### src/rtl/pio_calc_pkg.sv
package pio_calc_pkg;

  localparam int TIME_W  = 10;
  localparam int DIVISOR = 1000;
  localparam int ROUND   = DIVISOR - 1;
  localparam int REM_W   = $clog2(DIVISOR) + 1;
  localparam int NUM_OPS = 6;
  localparam int OP_W    = $clog2(NUM_OPS);

  typedef struct packed {
    logic [TIME_W-1:0] setupNs;
    logic [TIME_W-1:0] activeNs;
    logic [TIME_W-1:0] cycleNs;
  } modeTimes_t;

  typedef struct packed {
    logic            capture;
    logic            loadDiv;
    logic            stepDiv;
    logic            storeRes;
    logic            pack;
    logic [OP_W-1:0] opIdx;
  } calcStrobes_t;

  function automatic modeTimes_t lookupMode(input logic [1:0] m);
    modeTimes_t t;
    case (m)
      2'd0:    t = '{setupNs: TIME_W'(70), activeNs: TIME_W'(165), cycleNs: TIME_W'(600)};
      2'd1:    t = '{setupNs: TIME_W'(50), activeNs: TIME_W'(125), cycleNs: TIME_W'(383)};
      2'd2:    t = '{setupNs: TIME_W'(30), activeNs: TIME_W'(100), cycleNs: TIME_W'(240)};
      default: t = '{setupNs: TIME_W'(30), activeNs: TIME_W'(80),  cycleNs: TIME_W'(180)};
    endcase
    return t;
  endfunction

endpackage

### src/rtl/pio_calc_ctrl.sv
module pio_calc_ctrl
  import pio_calc_pkg::*;
#(
  parameter int DIV_STEPS = 18
) (
  input  logic         clk,
  input  logic         rstN,
  input  logic         start,
  output calcStrobes_t stb,
  output logic         busy,
  output logic         done
);
  localparam int CNT_W = $clog2(DIV_STEPS);

  typedef enum logic [2:0] {
    ST_IDLE, ST_LOAD, ST_DIV, ST_STORE, ST_PACK, ST_DONE
  } ctrlState_t;

  ctrlState_t        state;
  logic [CNT_W-1:0]  stepCnt;
  logic [OP_W-1:0]   opIdx;

  always_ff @(posedge clk) begin
    if (!rstN) begin
      state   <= ST_IDLE;
      stepCnt <= '0;
      opIdx   <= '0;
    end else begin
      case (state)
        ST_IDLE: if (start) begin
          state <= ST_LOAD;
          opIdx <= '0;
        end
        ST_LOAD: begin
          state   <= ST_DIV;
          stepCnt <= '0;
        end
        ST_DIV: begin
          if (stepCnt == CNT_W'(DIV_STEPS - 1)) state <= ST_STORE;
          stepCnt <= stepCnt + 1'b1;
        end
        ST_STORE: begin
          if (opIdx == OP_W'(NUM_OPS - 1)) state <= ST_PACK;
          else begin
            opIdx <= opIdx + 1'b1;
            state <= ST_LOAD;
          end
        end
        ST_PACK: state <= ST_DONE;
        default: state <= ST_IDLE;
      endcase
    end
  end

  always_comb begin
    stb.capture  = (state == ST_IDLE) && start;
    stb.loadDiv  = (state == ST_LOAD);
    stb.stepDiv  = (state == ST_DIV);
    stb.storeRes = (state == ST_STORE);
    stb.pack     = (state == ST_PACK);
    stb.opIdx    = opIdx;
  end

  assign busy = (state != ST_IDLE);
  assign done = (state == ST_DONE);

endmodule

### src/rtl/pio_calc_dp.sv
module pio_calc_dp
  import pio_calc_pkg::*;
#(
  parameter int FREQ_W = 8,
  parameter int DRDY   = 2,
  localparam int PROD_W = TIME_W + FREQ_W
) (
  input  logic              clk,
  input  logic              rstN,
  input  calcStrobes_t      stb,
  input  logic [FREQ_W-1:0] busMhz,
  input  logic [2:0]        modeDrv0,
  input  logic              presentDrv0,
  input  logic [2:0]        modeDrv1,
  input  logic              presentDrv1,
  input  logic              prefetchEn,
  output logic [7:0]        cycleDrv0,
  output logic [7:0]        cycleDrv1,
  output logic [7:0]        miscByte
);
  logic [FREQ_W-1:0] freqReg;
  logic [1:0]        modeReg [2];
  logic              presReg [2];
  logic              prefReg;

  logic [2:0] addrClk [2];
  logic [4:0] dataClk [2];
  logic [4:0] recClk  [2];

  logic [PROD_W-1:0] dividend;
  logic [REM_W-1:0]  remainder;
  logic [REM_W-1:0]  trial;
  logic              trialFits;

  logic              opDrive;
  logic [1:0]        opField;
  modeTimes_t        opTimes;
  logic [TIME_W-1:0] opNs;

  function automatic logic [1:0] limitMode(input logic [2:0] m);
    return (m > 3'd3) ? 2'd3 : m[1:0];
  endfunction

  // input capture on an accepted start
  always_ff @(posedge clk) begin
    if (!rstN) begin
      freqReg    <= '0;
      modeReg[0] <= '0;
      modeReg[1] <= '0;
      presReg[0] <= 1'b0;
      presReg[1] <= 1'b0;
      prefReg    <= 1'b0;
    end else if (stb.capture) begin
      freqReg    <= busMhz;
      modeReg[0] <= limitMode(modeDrv0);
      modeReg[1] <= limitMode(modeDrv1);
      presReg[0] <= presentDrv0;
      presReg[1] <= presentDrv1;
      prefReg    <= prefetchEn;
    end
  end

  // operand selection: index = drive*3 + phase (setup, active, recovery)
  always_comb begin
    opDrive = (stb.opIdx >= OP_W'(3));
    opField = opDrive ? 2'(stb.opIdx - OP_W'(3)) : 2'(stb.opIdx);
    opTimes = lookupMode(modeReg[opDrive]);
    case (opField)
      2'd0:    opNs = opTimes.setupNs;
      2'd1:    opNs = opTimes.activeNs;
      default: opNs = opTimes.cycleNs - opTimes.setupNs - opTimes.activeNs;
    endcase
  end

  // restoring divider by DIVISOR, one quotient bit per step
  assign trial     = {remainder[REM_W-2:0], dividend[PROD_W-1]};
  assign trialFits = (trial >= REM_W'(DIVISOR));

  always_ff @(posedge clk) begin
    if (!rstN) begin
      dividend  <= '0;
      remainder <= '0;
    end else if (stb.loadDiv) begin
      dividend  <= PROD_W'(opNs) * PROD_W'(freqReg) + PROD_W'(ROUND);
      remainder <= '0;
    end else if (stb.stepDiv) begin
      remainder <= trialFits ? trial - REM_W'(DIVISOR) : trial;
      dividend  <= {dividend[PROD_W-2:0], trialFits};
    end
  end

  // clamp windows applied to the finished quotient
  logic [2:0] addrSat;
  logic [4:0] dataSat;
  logic [4:0] recSat;

  always_comb begin
    if (dividend < PROD_W'(1))      addrSat = 3'd1;
    else if (dividend > PROD_W'(4)) addrSat = 3'd4;
    else                            addrSat = 3'(dividend);

    if (dividend < PROD_W'(1))       dataSat = 5'd1;
    else if (dividend > PROD_W'(16)) dataSat = 5'd16;
    else                             dataSat = 5'(dividend);

    if (dividend < PROD_W'(2))       recSat = 5'd2;
    else if (dividend > PROD_W'(17)) recSat = 5'd17;
    else                             recSat = 5'(dividend);
  end

  for (genvar d = 0; d < 2; d++) begin : g_drive
    always_ff @(posedge clk) begin
      if (!rstN) begin
        addrClk[d] <= 3'd1;
        dataClk[d] <= 5'd1;
        recClk[d]  <= 5'd2;
      end else if (stb.storeRes && (int'(opDrive) == d)) begin
        case (opField)
          2'd0:    addrClk[d] <= presReg[d] ? addrSat : 3'd1;
          2'd1:    dataClk[d] <= presReg[d] ? dataSat : 5'd1;
          default: recClk[d]  <= presReg[d] ? recSat  : 5'd2;
        endcase
      end
    end
  end

  // packing of the register bytes
  logic [2:0] sharedAddr;
  assign sharedAddr = (addrClk[0] > addrClk[1]) ? addrClk[0] : addrClk[1];

  always_ff @(posedge clk) begin
    if (!rstN) begin
      cycleDrv0 <= '0;
      cycleDrv1 <= '0;
      miscByte  <= '0;
    end else if (stb.pack) begin
      cycleDrv0 <= {4'(dataClk[0] - 5'd1), 4'(recClk[0] - 5'd2)};
      cycleDrv1 <= {4'(dataClk[1] - 5'd1), 4'(recClk[1] - 5'd2)};
      miscByte  <= {1'b0, prefReg, 2'(sharedAddr - 3'd1), 1'b0, 2'(DRDY - 2), 1'b0};
    end
  end

endmodule

### src/rtl/pio_timing_calc.sv
module pio_timing_calc
  import pio_calc_pkg::*;
#(
  parameter int FREQ_W = 8,
  parameter int DRDY   = 2
) (
  input  logic              clk,
  input  logic              rstN,
  input  logic              start,
  input  logic [FREQ_W-1:0] busMhz,
  input  logic [2:0]        modeDrv0,
  input  logic              presentDrv0,
  input  logic [2:0]        modeDrv1,
  input  logic              presentDrv1,
  input  logic              prefetchEn,
  output logic [7:0]        cycleDrv0,
  output logic [7:0]        cycleDrv1,
  output logic [7:0]        miscByte,
  output logic              busy,
  output logic              done
);
  localparam int PROD_W = TIME_W + FREQ_W;

  calcStrobes_t stb;

  pio_calc_ctrl #(.DIV_STEPS(PROD_W)) u_ctrl (
    .clk(clk), .rstN(rstN), .start(start), .stb(stb), .busy(busy), .done(done)
  );

  pio_calc_dp #(.FREQ_W(FREQ_W), .DRDY(DRDY)) u_dp (
    .clk(clk), .rstN(rstN), .stb(stb), .busMhz(busMhz),
    .modeDrv0(modeDrv0), .presentDrv0(presentDrv0),
    .modeDrv1(modeDrv1), .presentDrv1(presentDrv1),
    .prefetchEn(prefetchEn),
    .cycleDrv0(cycleDrv0), .cycleDrv1(cycleDrv1), .miscByte(miscByte)
  );

endmodule

### config.mk
export PLATFORM = sky130hd
export DESIGN_NAME = pio_timing_calc
export DESIGN_NICKNAME = d
export VERILOG_FILES = /design/src/rtl/pio_calc_pkg.sv /design/src/rtl/pio_calc_ctrl.sv /design/src/rtl/pio_calc_dp.sv /design/src/rtl/pio_timing_calc.sv
export SDC_FILE = /design/constraint.sdc
export NUM_CORES = 1
export LEC_CHECK = 0
export BUFFER_PORTS_ARGS = -buffer_cell sky130_fd_sc_hd__buf_4
export CORE_AREA = 4 4 143 145
export CTS_BUF_LIST = sky130_fd_sc_hd__clkbuf_8 sky130_fd_sc_hd__clkbuf_16
export DETAILED_ROUTE_END_ITERATION = 8
export DIE_AREA = 0 0 147 149
export PLACE_DENSITY_LB_ADDON = 0.15
export RECOVER_POWER = 50
export SYNTH_ARGS = -nofsm -noshare
export SYNTH_HDL_FRONTEND = slang
export SYNTH_SLANG_ARGS = --single-unit
### constraint.sdc
create_clock -name clk -period 14.2 [get_ports clk]
set_input_delay 0.71 -clock clk [delete_from_list [all_inputs] [get_ports clk]]
set_output_delay 0.71 -clock clk [all_outputs]
set_load 0.01 [all_outputs]
==> results of run 1 <==
## state kept, by name, summed over array words and instances, names as in the netlist
signal,cells
u_dp.prefReg,1
u_dp.remainder,10
u_dp.cycleDrv1,8
u_dp.modeReg,4
u_dp.recClk,8
u_ctrl.stepCnt,5
u_dp.addrClk,6
u_dp.freqReg,8
u_dp.presReg,2
u_dp.miscByte,3
u_dp.dataClk,8
u_ctrl.state,3
u_dp.cycleDrv0,8
u_dp.dividend,18
u_ctrl.opIdx,3
## Yosys cell counts, drive strengths merged, types with 11 or more instances
| master | n | area (um^2) |
|---|---|---|
| nor2 | 60 | 228 |
| nor2b | 13 | 81.3 |
| xnor2 | 17 | 149 |
| ha | 54 | 676 |
| a21oi | 44 | 220 |
| buf | 14 | 75.1 |
| and2 | 44 | 278 |
| o21ai | 26 | 134 |
| dfxtp | 67 | 1340 |
| clkbuf | 27 | 101 |
| fa | 52 | 1040 |
| edfxtp | 28 | 841 |
| o211a | 19 | 190 |
| nand3 | 34 | 170 |
| nor3 | 19 | 105 |
| nand2 | 148 | 556 |
| xor2 | 11 | 96.3 |
| inv | 105 | 394 |
| a21boi | 11 | 82.6 |
## cells by family (layout without fill, tap and decap cells)
family | Yosys count | count (layout) | share of synthesized area
XOR/XNOR | 28 | 28 | 0.0324
AND/OR/NAND/NOR | 351 | 351 | 0.218
flip-flops | 95 | 95 | 0.288
multiplexers | 11 | 11 | 0.0167
other | 2 | 13 | 0.000991
buffers and inverters | 146 | 164 | 0.0753
adder cells (fa/ha/maj) | 107 | 107 | 0.228
AO/OA/AOI/OAI | 149 | 149 | 0.141
## per-layer routing
metal	GRT usage	up-vias	routed length (um)
li1	-	2990	-
met1	0.219	2901	7830
met2	0.287	97	8210
met3	0.0234	16	549
met4	0.0494	0	274
met5	0	-	0
## cell type report
class                   instances  area, um^2  share of cell area
multi-input cells             659        4870               0.585
flip-flops and latches         95        2180               0.262
inverters                     105         394              0.0473
well taps                     265         332              0.0398
repair buffers                 43         244              0.0293
clock buffers                   9         225              0.0270
clock inverters                 7        81.3             0.00977
## where the power goes
| part | internal, mW | total [mW] | switching (mW) |
|---|---|---|---|
| Clock | 0.126 | 0.250 | 0.124 |
| Combinational | 0.209 | 0.538 | 0.329 |
| Sequential | 0.313 | 0.358 | 0.0447 |
## per-stage QoR
step	utilization	instances	hold WS, ps
after floorplan	-	900	414
after global placement	0.422	1167	438
after detailed placement	0.422	1167	454
after CTS	0.438	1183	469
after global routing	0.434	1183	492
final	0.434	1183	466
## path summary, 6_finish.rpt
path                          start           endpoint  slack (ps)
setup reg to reg    u_ctrl.opIdx[0]  u_dp.dividend[11]        7530
setup / recovery    u_ctrl.opIdx[0]  u_dp.dividend[11]        7530
hold / removal    u_dp.remainder[1]  u_dp.remainder[1]         470
hold reg to reg   u_dp.remainder[1]  u_dp.remainder[1]         470
## worst min-delay path, stage by stage, from the launching register on
cell and delay [ps]:
sky130_fd_sc_hd__dfxtp_1 320, sky130_fd_sc_hd__nand2_1 50, sky130_fd_sc_hd__a21oi_1 50
==> insert_results.sql, run 1 <==
INSERT INTO impl_metrics (metric_group, metric, value, unit) VALUES
('yosys', 'postSynthCellCount', '889', ''),
('floorplan', 'fp.coreArea', '19200', 'um^2'),
('critical_path', 'cp_slowest_cell', 'sky130_fd_sc_hd__mux2i_2', ''),
('critical_path', 'cp_data_arrival_time', '6910', 'ps'),
('final_layout', 'fin_nets', '1039', ''),
('placed_design', 'dp_hpwl', '12900', 'um'),
('yosys', 'postSynthAreaPerCell', '8.52', 'um^2'),
('status', 'violations', 'capacitance limit, slew limit', ''),
('floorplan', 'ios', '46', ''),
('critical_path', 'critical-path-top-cell-by-count', 'sky130_fd_sc_hd__fa_1', ''),
('grt', 'antenna_found_initial', '0', ''),
('clock_network', 'clk_pin_slew', '80', 'ps'),
('critical_path', 'cp-end-kind', 'flip-flop', ''),
('clock_network', 'cts_max_path_buffers', '2', ''),
('min_path', 'hold_path_depth', '2', ''),
('status', 'run_status', 'complete, but fails checks', ''),
('critical_path', 'slowest_delay', '580', 'ps'),
('clock_network', 'cts-buffers-inserted', '9', ''),
('clock_network', 'cts_hold_repair.buffers', '0', ''),
('floorplan', 'vertical_extent_of_the_die', '149', 'um'),
('route', 'post-route-drc-count', '0', ''),
('timing', 'finalMaxSlewViolations', '74', ''),
('min_path', 'hold_path.class', 'flip-flop to flip-flop', ''),
('critical_path', 'criticalPathCategory', 'flip-flop to flip-flop', ''),
('yosys', 'netlist_area', '7580', 'um^2'),
('route', 'detail_route.wl_per_cell', '14.3', 'um'),
('grt', 'grt_start_max_net_pins', '74', ''),
('route', 'count_of_antenna_violating_nets_left_after_detailed_routing', '0', ''),
('timing', 'fmax', '0.150', 'GHz'),
('route', 'drt-initial-drc-count', '340', ''),
('pwr', 'power.static_leakage', '3.78', 'nW'),
('yosys', 'dominantRegCellSynth', 'sky130_fd_sc_hd__dfxtp_1', ''),
('grt', 'grt_remaining_overflow', '0', ''),
('critical_path', 'timing.critical_path.required', '14450', 'ps'),
('grt', 'first_global_vias', '6067', ''),
('clock_network', 'postcts_resize_cnt', '0', ''),
('timing', 'grt_setup_unrepaired', 'false', ''),
('pwr', 'total_power', '1.15', 'mW'),
('critical_path', 'crit_cells', '20', ''),
('clock_network', 'clock_latency_of_the_later_clocked_register_in_the_worst_skew_pair', '360', 'ps'),
('critical_path', 'crit_buf_inv', '3', ''),
('timing', 'finalHoldViolCount', '0', ''),
('route', 'route.detailed.vias_per_inst', '5.08', ''),
('floorplan', 'die_w', '147', 'um'),
('placed_design', 'portBuffers', '40', ''),
('pwr', 'ir_worst_vdd', '0.0555', 'mV'),
('timing', 'slew_headroom', '-0.978', ''),
('final_layout', 'final_design_area_no_fill', '8330', 'um^2'),
('critical_path', 'timing.critical_path.from_type', 'flip-flop', ''),
('yosys', 'sequential_area_share_after_synthesis', '0.288', ''),
('timing', 'worst_slew_pin_slew', '2970', 'ps'),
('clock_network', 'clock-sinks', '95', ''),
('clock_network', 'cts_post_setup_buffers_inserted', '0', ''),
('critical_path', 'worst_r2r_path_depth', '20', ''),
('job', 'maxCapViolCount', '1', ''),
('final_layout', 'layout.cells.most_common', 'sky130_fd_sc_hd__nand2_1', ''),
('clock_network', 'cts_tree', 'built', ''),
('yosys', 'ys_seq_elements', '95', ''),
('final_layout', 'antennaDiodeCount', '0', ''),
('yosys', 'synth_async_sr_flop_share', '0', ''),
('yosys', 'number_of_enable_type_register_cells_in_the_synthesized_netlist', '28', ''),
('timing', 'timing.final.crit_share', '0.470', ''),
('yosys', 'synth_cell_type_count', '70', ''),
('pwr', 'power_per_cell_area', '138', 'nW/um^2'),
('floorplan', 'total_number_of_placement_rows', '51', ''),
('final_layout', 'fillers', '1935', ''),
('critical_path', 'critical_path.max_fanout', '13', ''),
('clock_network', 'htree_levels', '3', ''),
('timing', 'setup-tns-final', '0', 'ps'),
('placed_design', 'placed_area', '8100', 'um^2'),
('placed_design', 'gp_congestion', '0.863', '');
Power figures use the tool's default switching activity.
==> inputs of run 2 (changes only) <==
--- a/config.mk
+++ b/config.mk
@@ -5,11 +5,12 @@
 export SDC_FILE = /design/constraint.sdc
 export NUM_CORES = 1
 export LEC_CHECK = 0
+export ABC_AREA = 1
 export BUFFER_PORTS_ARGS = -buffer_cell sky130_fd_sc_hd__buf_4
-export CORE_AREA = 4 4 143 145
+export CORE_AREA = 4 4 142 144
 export CTS_BUF_LIST = sky130_fd_sc_hd__clkbuf_8 sky130_fd_sc_hd__clkbuf_16
 export DETAILED_ROUTE_END_ITERATION = 8
-export DIE_AREA = 0 0 147 149
+export DIE_AREA = 0 0 146 148
 export PLACE_DENSITY_LB_ADDON = 0.15
 export RECOVER_POWER = 50
 export SYNTH_ARGS = -nofsm -noshare
==> constraint.sdc (replaced) <==
create_clock -name clk -period 5.5 [get_ports clk]
set_input_delay 0.275 -clock clk [delete_from_list [all_inputs] [get_ports clk]]
set_output_delay 0.275 -clock clk [all_outputs]
set_load 0.01 [all_outputs]
==> run 2 against run 1 <==
The run now ends clean. Flip-flop and latch count did not move. Synthesized area is 1.1% lower. Critical path type unchanged. Routed wire length rose by 1.9%. Non-clock buffer count up 21. Largest cell class unchanged. Critical endpoint is now u_dp.dividend[17]. Die area shrank 1.3%. Setup slack got worse by 7300 ps. Count of clock-buffer cells in the layout stayed put. Synthesized cell count increased by 13%. Via count grew 4.9%. Register-to-register slack lost 7300 ps.
==> insert_results.sql, run 2 <==
INSERT INTO impl_metrics (metric_group, metric, value, unit) VALUES
('timing', 'finalHoldViolCount', '0', ''),
('clock_network', 'cts_max_path_buffers', '2', ''),
('grt', 'grt_remaining_overflow', '0', ''),
('route', 'count_of_antenna_violating_nets_left_after_detailed_routing', '0', ''),
('yosys', 'synth_most_common_cell', 'sky130_fd_sc_hd__inv_1', ''),
('yosys', 'postSynthAreaPerCell', '7.44', 'um^2'),
('final_layout', 'areaGrowthSynthToFinish', '16.5', '%'),
('clock_network', 'clock_tree.root_cell', 'sky130_fd_sc_hd__clkbuf_16', ''),
('final_layout', 'footprint_of_the_multi_input_gates', '4690', 'um^2'),
('status', 'run_status', 'complete, no violations', ''),
('final_layout', 'biggestRegsByFlops', 'u_dp.dividend: 18 flops, u_dp.remainder: 10 flops', ''),
('yosys', 'netlist_top_cells_area', 'sky130_fd_sc_hd__dfxtp_1 (18%), sky130_fd_sc_hd__fa_1 (14%), sky130_fd_sc_hd__edfxtp_1 (11%)', ''),
('yosys', 'ys_seq_elements', '95', ''),
('yosys', 'postSynthCellCount', '1008', ''),
('route', 'route.detailed.vias_per_inst', '4.81', ''),
('yosys', 'synth_top_area_frac', '0.179', ''),
('timing', 'fmax', '0.190', 'GHz'),
('grt', 'grt_start_max_net_pins', '45', ''),
('floorplan', 'fp.coreArea', '18700', 'um^2'),
('final_layout', 'fillers', '1928', ''),
('route', 'detail_route.wl_per_cell', '13.1', 'um'),
('clock_network', 'clock-sinks', '95', ''),
('clock_network', 'cts_hold_repair.buffers', '0', ''),
('critical_path', 'timing.critical_path.from_type', 'flip-flop', ''),
('timing', 'finalSetupViolCount', '0', ''),
('yosys', 'dominantRegCellSynth', 'sky130_fd_sc_hd__dfxtp_1', ''),
('critical_path', 'cp-end-kind', 'flip-flop', ''),
('final_layout', 'final_layout_size_suffix_gt1_frac', '0.134', ''),
('floorplan', 'die_w', '146', 'um'),
('floorplan', 'ios', '46', ''),
('route', 'drt_pre_antenna_iters', '4', ''),
('placed_design', 'gp_congestion', '0.868', ''),
('placed_design', 'portBuffers', '40', ''),
('grt', 'gr-usage-all-layers', '0.163', ''),
('final_layout', 'layout.cells.most_common', 'sky130_fd_sc_hd__inv_1', ''),
('critical_path', 'cp_data_arrival_time', '5540', 'ps'),
('yosys', 'synth_async_sr_flop_share', '0', ''),
('timing', 'setup-tns-final', '0', 'ps'),
('floorplan', 'initial_utilization', '0.401', ''),
('yosys', 'top_cells_by_count_synth', 'sky130_fd_sc_hd__inv_1 (207), sky130_fd_sc_hd__nand2_1 (194), sky130_fd_sc_hd__nor2_1 (118)', ''),
('floorplan', 'total_number_of_placement_rows', '50', ''),
('grt', 'first_global_vias', '6057', ''),
('route', 'vias', '6297', ''),
('yosys', 'number_of_enable_type_register_cells_in_the_synthesized_netlist', '28', ''),
('final_layout', 'final_design_area_no_fill', '8740', 'um^2'),
('critical_path', 'slowest_delay', '540', 'ps'),
('critical_path', 'cp_slowest_cell', 'sky130_fd_sc_hd__fa_1', ''),
('yosys', 'synth_cell_type_count', '46', ''),
('final_layout', 'antennaDiodeCount', '0', ''),
('clock_network', 'cts_tree', 'built', ''),
('grt', 'antenna_found_initial', '0', ''),
('critical_path', 'timing.critical_path.required', '5780', 'ps'),
('job', 'maxCapViolCount', '0', ''),
('timing', 'finalMaxSlewViolations', '0', ''),
('yosys', 'netlist_area', '7500', 'um^2'),
('placed_design', 'placed_area', '8070', 'um^2'),
('floorplan', 'vertical_extent_of_the_die', '148', 'um'),
('clock_network', 'clk_pin_slew', '80', 'ps'),
('floorplan', 'fp.dieArea', '21600', 'um^2'),
('timing', 'slew_headroom', '0.158', ''),
('route', 'wl', '17200', 'um'),
('final_layout', 'max_flop_register', 'u_dp.dividend', ''),
('grt', 'grt_first_pass_wirelength', '28800', 'um'),
('yosys', 'yosysWarnings', '0', ''),
('final_layout', 'fin_nets', '1195', ''),
('final_layout', 'area_occupied_by_registers', '2190', 'um^2'),
('placed_design', 'dp_hpwl', '13200', 'um'),
('final_layout', 'final_cell_mix', 'sky130_fd_sc_hd__inv_1 (200), sky130_fd_sc_hd__nand2_1 (179), sky130_fd_sc_hd__nor2_1 (110)', ''),
('timing', 'final.min_clock_period', '5250', 'ps'),
('final_layout', 'largest_register_ffs', '18', ''),
('min_path', 'hold_path.class', 'primary input to flip-flop', ''),
('yosys', 'post-synth-top-area-cell', 'sky130_fd_sc_hd__dfxtp_1', ''),
('clock_network', 'cts-buffers-inserted', '9', ''),
('timing', 'timing.final.crit_share', '0.955', ''),
('clock_network', 'clock_latency_of_the_later_clocked_register_in_the_worst_skew_pair', '360', 'ps'),
('timing', 'timing.clock.skew', '10.1', 'ps'),
('route', 'post-route-drc-count', '0', ''),
('clock_network', 'htree_levels', '3', ''),
('yosys', 'sequential_area_share_after_synthesis', '0.291', ''),
('critical_path', 'critical_path.max_fanout', '8', ''),
('critical_path', 'criticalPathCategory', 'flip-flop to flip-flop', ''),
('timing', 'worst_slew_pin_slew', '1260', 'ps'),
('route', 'drt-initial-drc-count', '240', '');
-- run 2: changes by cell type in the layout (fill, tap and decap cells not counted), sizes merged, moves of 11 or more --
cell,previous run,this run
inv,109,222
o211a,19,1
and2,44,0
buf,22,42
nor2b,13,0
a21boi,11,0
a21oi,44,65
xnor2,17,6
nor2,60,122
o21ai,26,71
nand2,148,200
-- run 2: timing repair --
item	4_1_cts	5_1_grt
resized for setup	0	77
endpoints found under the setup margin	0	11
setup buffers	0	16
hold endpoints to repair	0	0
-- run 2: cell families (layout without fill, tap and decap cells) --
family | Yosys count | count (layout) | share of synthesized area
AOI/OAI and AO/OA | 166 | 166 | 0.126
xor gates and xnor gates | 13 | 13 | 0.0152
adders and majority gates | 106 | 106 | 0.229
buffers and inverters | 246 | 301 | 0.127
DFF | 95 | 95 | 0.291
other | 2 | 13 | 0.00100
and+or+nand+nor | 380 | 380 | 0.211
-- run 2: stage by stage --
| step | worst slack, ps | hold WS (ps) | utilization | instances |
|---|---|---|---|---|
| finish | 248 | 177 | 0.467 | 1308 |
| global route | -71.1 | 193 | 0.467 | 1308 |
| CTS | 22.5 | 165 | 0.448 | 1292 |
| global placement | 47.8 | 441 | 0.432 | 1276 |
| floorplan | 412 | 424 | - | 1019 |
| detailed placement | 36.3 | 446 | 0.432 | 1276 |
-- run 2: worst max-delay path: cells and delay by family (launching register included) --
| family | cells | cell delay [ps] |
|---|---|---|
| adders and majority gates | 7 | 2580 |
| buffers and inverters | 7 | 530 |
| and+or+nand+nor | 14 | 1290 |
| DFF | 1 | 340 |
| AOI/OAI and AO/OA | 2 | 420 |
-- run 2: layout make-up --
class	count	area share
clock inverter	7	0.00931
timing repair buffer	64	0.0474
sequential	95	0.250
tap	234	0.0335
multi-input combinational	678	0.537
clock buffer	9	0.0258
inverter	221	0.0964
-- run 2: path summary, 6_finish.rpt --
kind	start	end	slack (ps)	cells past startpoint
worst max register to register	u_ctrl.opIdx[0]	u_dp.dividend[17]	250	30
worst max-delay path	u_ctrl.opIdx[0]	u_dp.dividend[17]	250	30
worst min-delay path	busMhz[3]	u_dp.freqReg[3]	180	3
worst min register to register	u_dp.recClk[0][1]	u_dp.cycleDrv0[1]	460	1
-- run 2: metal layers --
layer	wire (um)	part of all wire	track usage
met4	233	0.014	0.0499
met1	7960	0.46	0.209
met3	673	0.039	0.0285
met2	8330	0.48	0.283
met5	0	0	0
Power of run 2 is left out: the tool's default activity adds up to more than one toggle a clock period on the data nets, which glitch-free logic cannot reach.
==> inputs of run 3 (changes only) <==
--- a/config.mk
+++ b/config.mk
@@ -11,7 +11,7 @@
 export CTS_BUF_LIST = sky130_fd_sc_hd__clkbuf_8 sky130_fd_sc_hd__clkbuf_16
 export DETAILED_ROUTE_END_ITERATION = 8
 export DIE_AREA = 0 0 146 148
-export PLACE_DENSITY_LB_ADDON = 0.15
+export PLACE_DENSITY = 0.59
 export RECOVER_POWER = 50
 export SYNTH_ARGS = -nofsm -noshare
 export SYNTH_HDL_FRONTEND = slang
==> run 3 against run 2 <==
Register-to-register slack hardly changed. Critical path depth is 1 lower. Design area rose by 0.72%.
==> insert_results.sql, run 3 (synthesis gave the netlist of run 2 again) <==
INSERT INTO impl_metrics (metric_group, metric, value, unit) VALUES
('critical_path', 'criticalPathCategory', 'flip-flop to flip-flop', ''),
('grt', 'antenna_found_initial', '0', ''),
('clock_network', 'cts_hold_repair.buffers', '0', ''),
('route', 'drt_pre_antenna_iters', '5', ''),
('route', 'vias', '6415', ''),
('clock_network', 'clock_tree.root_cell', 'sky130_fd_sc_hd__clkbuf_16', ''),
('placed_design', 'gp_congestion', '0.884', ''),
('grt', 'grt_start_max_net_pins', '45', ''),
('job', 'maxCapViolCount', '0', ''),
('min_path', 'hold_path.class', 'primary input to flip-flop', ''),
('critical_path', 'timing.critical_path.required', '5770', 'ps'),
('floorplan', 'ios', '46', ''),
('timing', 'slew_headroom', '0.172', ''),
('route', 'route.detailed.vias_per_inst', '4.89', ''),
('timing', 'fmax', '0.190', 'GHz'),
('route', 'count_of_antenna_violating_nets_left_after_detailed_routing', '0', ''),
('clock_network', 'cts_max_path_buffers', '2', ''),
('critical_path', 'r2r_end', 'u_dp.dividend[17]', ''),
('final_layout', 'final_cell_mix', 'sky130_fd_sc_hd__inv_1 (201), sky130_fd_sc_hd__nand2_1 (174), sky130_fd_sc_hd__nor2_1 (107)', ''),
('final_layout', 'fin_nets', '1199', ''),
('status', 'run_status', 'complete, no violations', ''),
('critical_path', 'critical_path.max_fanout', '8', ''),
('final_layout', 'final_layout_size_suffix_gt1_frac', '0.141', ''),
('critical_path', 'r2r_start', 'u_ctrl.opIdx[2]', ''),
('final_layout', 'largest_register_ffs', '18', ''),
('floorplan', 'initial_utilization', '0.401', ''),
('grt', 'grt_first_pass_wirelength', '29100', 'um'),
('timing', 'finalHoldViolCount', '0', ''),
('critical_path', 'timing.critical_path.from_type', 'flip-flop', ''),
('final_layout', 'layout.cells.most_common', 'sky130_fd_sc_hd__inv_1', ''),
('min_path', 'min_from', 'busMhz[5]', ''),
('route', 'detail_route.wl_per_cell', '13.3', 'um'),
('placed_design', 'portBuffers', '40', ''),
('final_layout', 'utilization', '0.470', ''),
('floorplan', 'fp.dieArea', '21600', 'um^2'),
('clock_network', 'htree_levels', '3', ''),
('final_layout', 'areaGrowthSynthToFinish', '17.4', '%'),
('route', 'wl', '17400', 'um'),
('clock_network', 'clock-sinks', '95', ''),
('clock_network', 'clk_pin_slew', '70', 'ps'),
('clock_network', 'clock_latency_of_the_later_clocked_register_in_the_worst_skew_pair', '360', 'ps'),
('critical_path', 'critPathTopFamily', 'adder cells', ''),
('floorplan', 'total_number_of_placement_rows', '50', ''),
('critical_path', 'cp_slowest_cell', 'sky130_fd_sc_hd__fa_2', ''),
('floorplan', 'vertical_extent_of_the_die', '148', 'um'),
('grt', 'first_global_vias', '6175', ''),
('critical_path', 'register_to_register_setup_slack', '230', 'ps'),
('critical_path', 'cp_data_arrival_time', '5540', 'ps'),
('critical_path', 'crit_buf_inv', '7', ''),
('clock_network', 'cts-buffers-inserted', '9', ''),
('timing', 'final.min_clock_period', '5270', 'ps'),
('final_layout', 'antennaDiodeCount', '0', ''),
('min_path', 'hold_path_depth', '3', ''),
('timing', 'finalSetupViolCount', '0', ''),
('route', 'drt-initial-drc-count', '348', ''),
('route', 'post-route-drc-count', '0', ''),
('timing', 'worst_slew_pin_slew', '1240', 'ps'),
('critical_path', 'worst_r2r_path_depth', '29', ''),
('placed_design', 'dp_hpwl', '13300', 'um'),
('timing', 'finalMaxSlewViolations', '0', ''),
('grt', 'gr-usage-all-layers', '0.163', ''),
('clock_network', 'cts_tree', 'built', ''),
('floorplan', 'fp.coreArea', '18700', 'um^2'),
('timing', 'timing.final.crit_share', '0.957', ''),
('final_layout', 'max_flop_register', 'u_dp.dividend', ''),
('min_path', 'worstHoldEndpoint', 'u_dp.freqReg[5]', ''),
('critical_path', 'slowest_delay', '580', 'ps'),
('final_layout', 'biggestRegsByFlops', 'u_dp.dividend: 18 flops, u_dp.remainder: 10 flops', ''),
('grt', 'grt_remaining_overflow', '0', ''),
('critical_path', 'cp-end-kind', 'flip-flop', ''),
('critical_path', 'critical-path-top-cell-by-count', 'sky130_fd_sc_hd__nand2_1', ''),
('timing', 'timing.clock.skew', '7.17', 'ps'),
('floorplan', 'die_w', '146', 'um');
## run 3: per-stage QoR
stage	cells	area, um^2	setup TNS [ps]	hold WS [ps]	worst slack, ps
finish	1312	8800	0	186	234
global route	1312	8800	-284	192	-79.5
CTS	1292	8380	0	179	14.0
detailed placement	1276	8070	0	435	28.5
global placement	1276	8070	0	435	127
floorplan	1019	7540	0	424	412
## run 3: repair_timing
action / in CTS / in global routing
endpoints found under the hold margin: 0 / 0
buffers inserted: 0 / 20
resized for setup: 0 / 81
setup endpoints to repair: 0 / 11
## run 3: worst min-delay path: stages
cell and delay (ps):
sky130_fd_sc_hd__buf_4 100, sky130_fd_sc_hd__inv_1 40, sky130_fd_sc_hd__o22ai_1 70
## run 3: worst max path at each step
stage	start	to	slack [ps]	cells after the start
floorplan	u_ctrl.opIdx[0]	u_dp.dividend[17]	410	29
global placement	u_ctrl.opIdx[0]	u_dp.dividend[17]	130	28
detailed placement	u_ctrl.opIdx[0]	u_dp.dividend[17]	30	29
CTS	u_ctrl.opIdx[0]	u_dp.dividend[17]	10	28
global route	u_ctrl.opIdx[2]	u_dp.dividend[17]	-80	29
finish	u_ctrl.opIdx[2]	u_dp.dividend[17]	230	29
## run 3: routing by layer
| metal | global-route usage | share of wire |
|---|---|---|
| met1 | 0.208 | 0.45 |
| met2 | 0.291 | 0.50 |
| met3 | 0.0261 | 0.036 |
| met4 | 0.0395 | 0.012 |
| met5 | 0 | 0 |
## run 3: layout make-up
cell class              instances  area [um^2]
inverters                     221          842
clock buffers                   9          225
multi-input cells             678         4720
fillers                      1889         9910
well taps                     234          293
flip-flops and latches         95         2180
repair buffers                 68          453
clock inverters                 7         77.6
Power of run 3 is left out for the same reason.
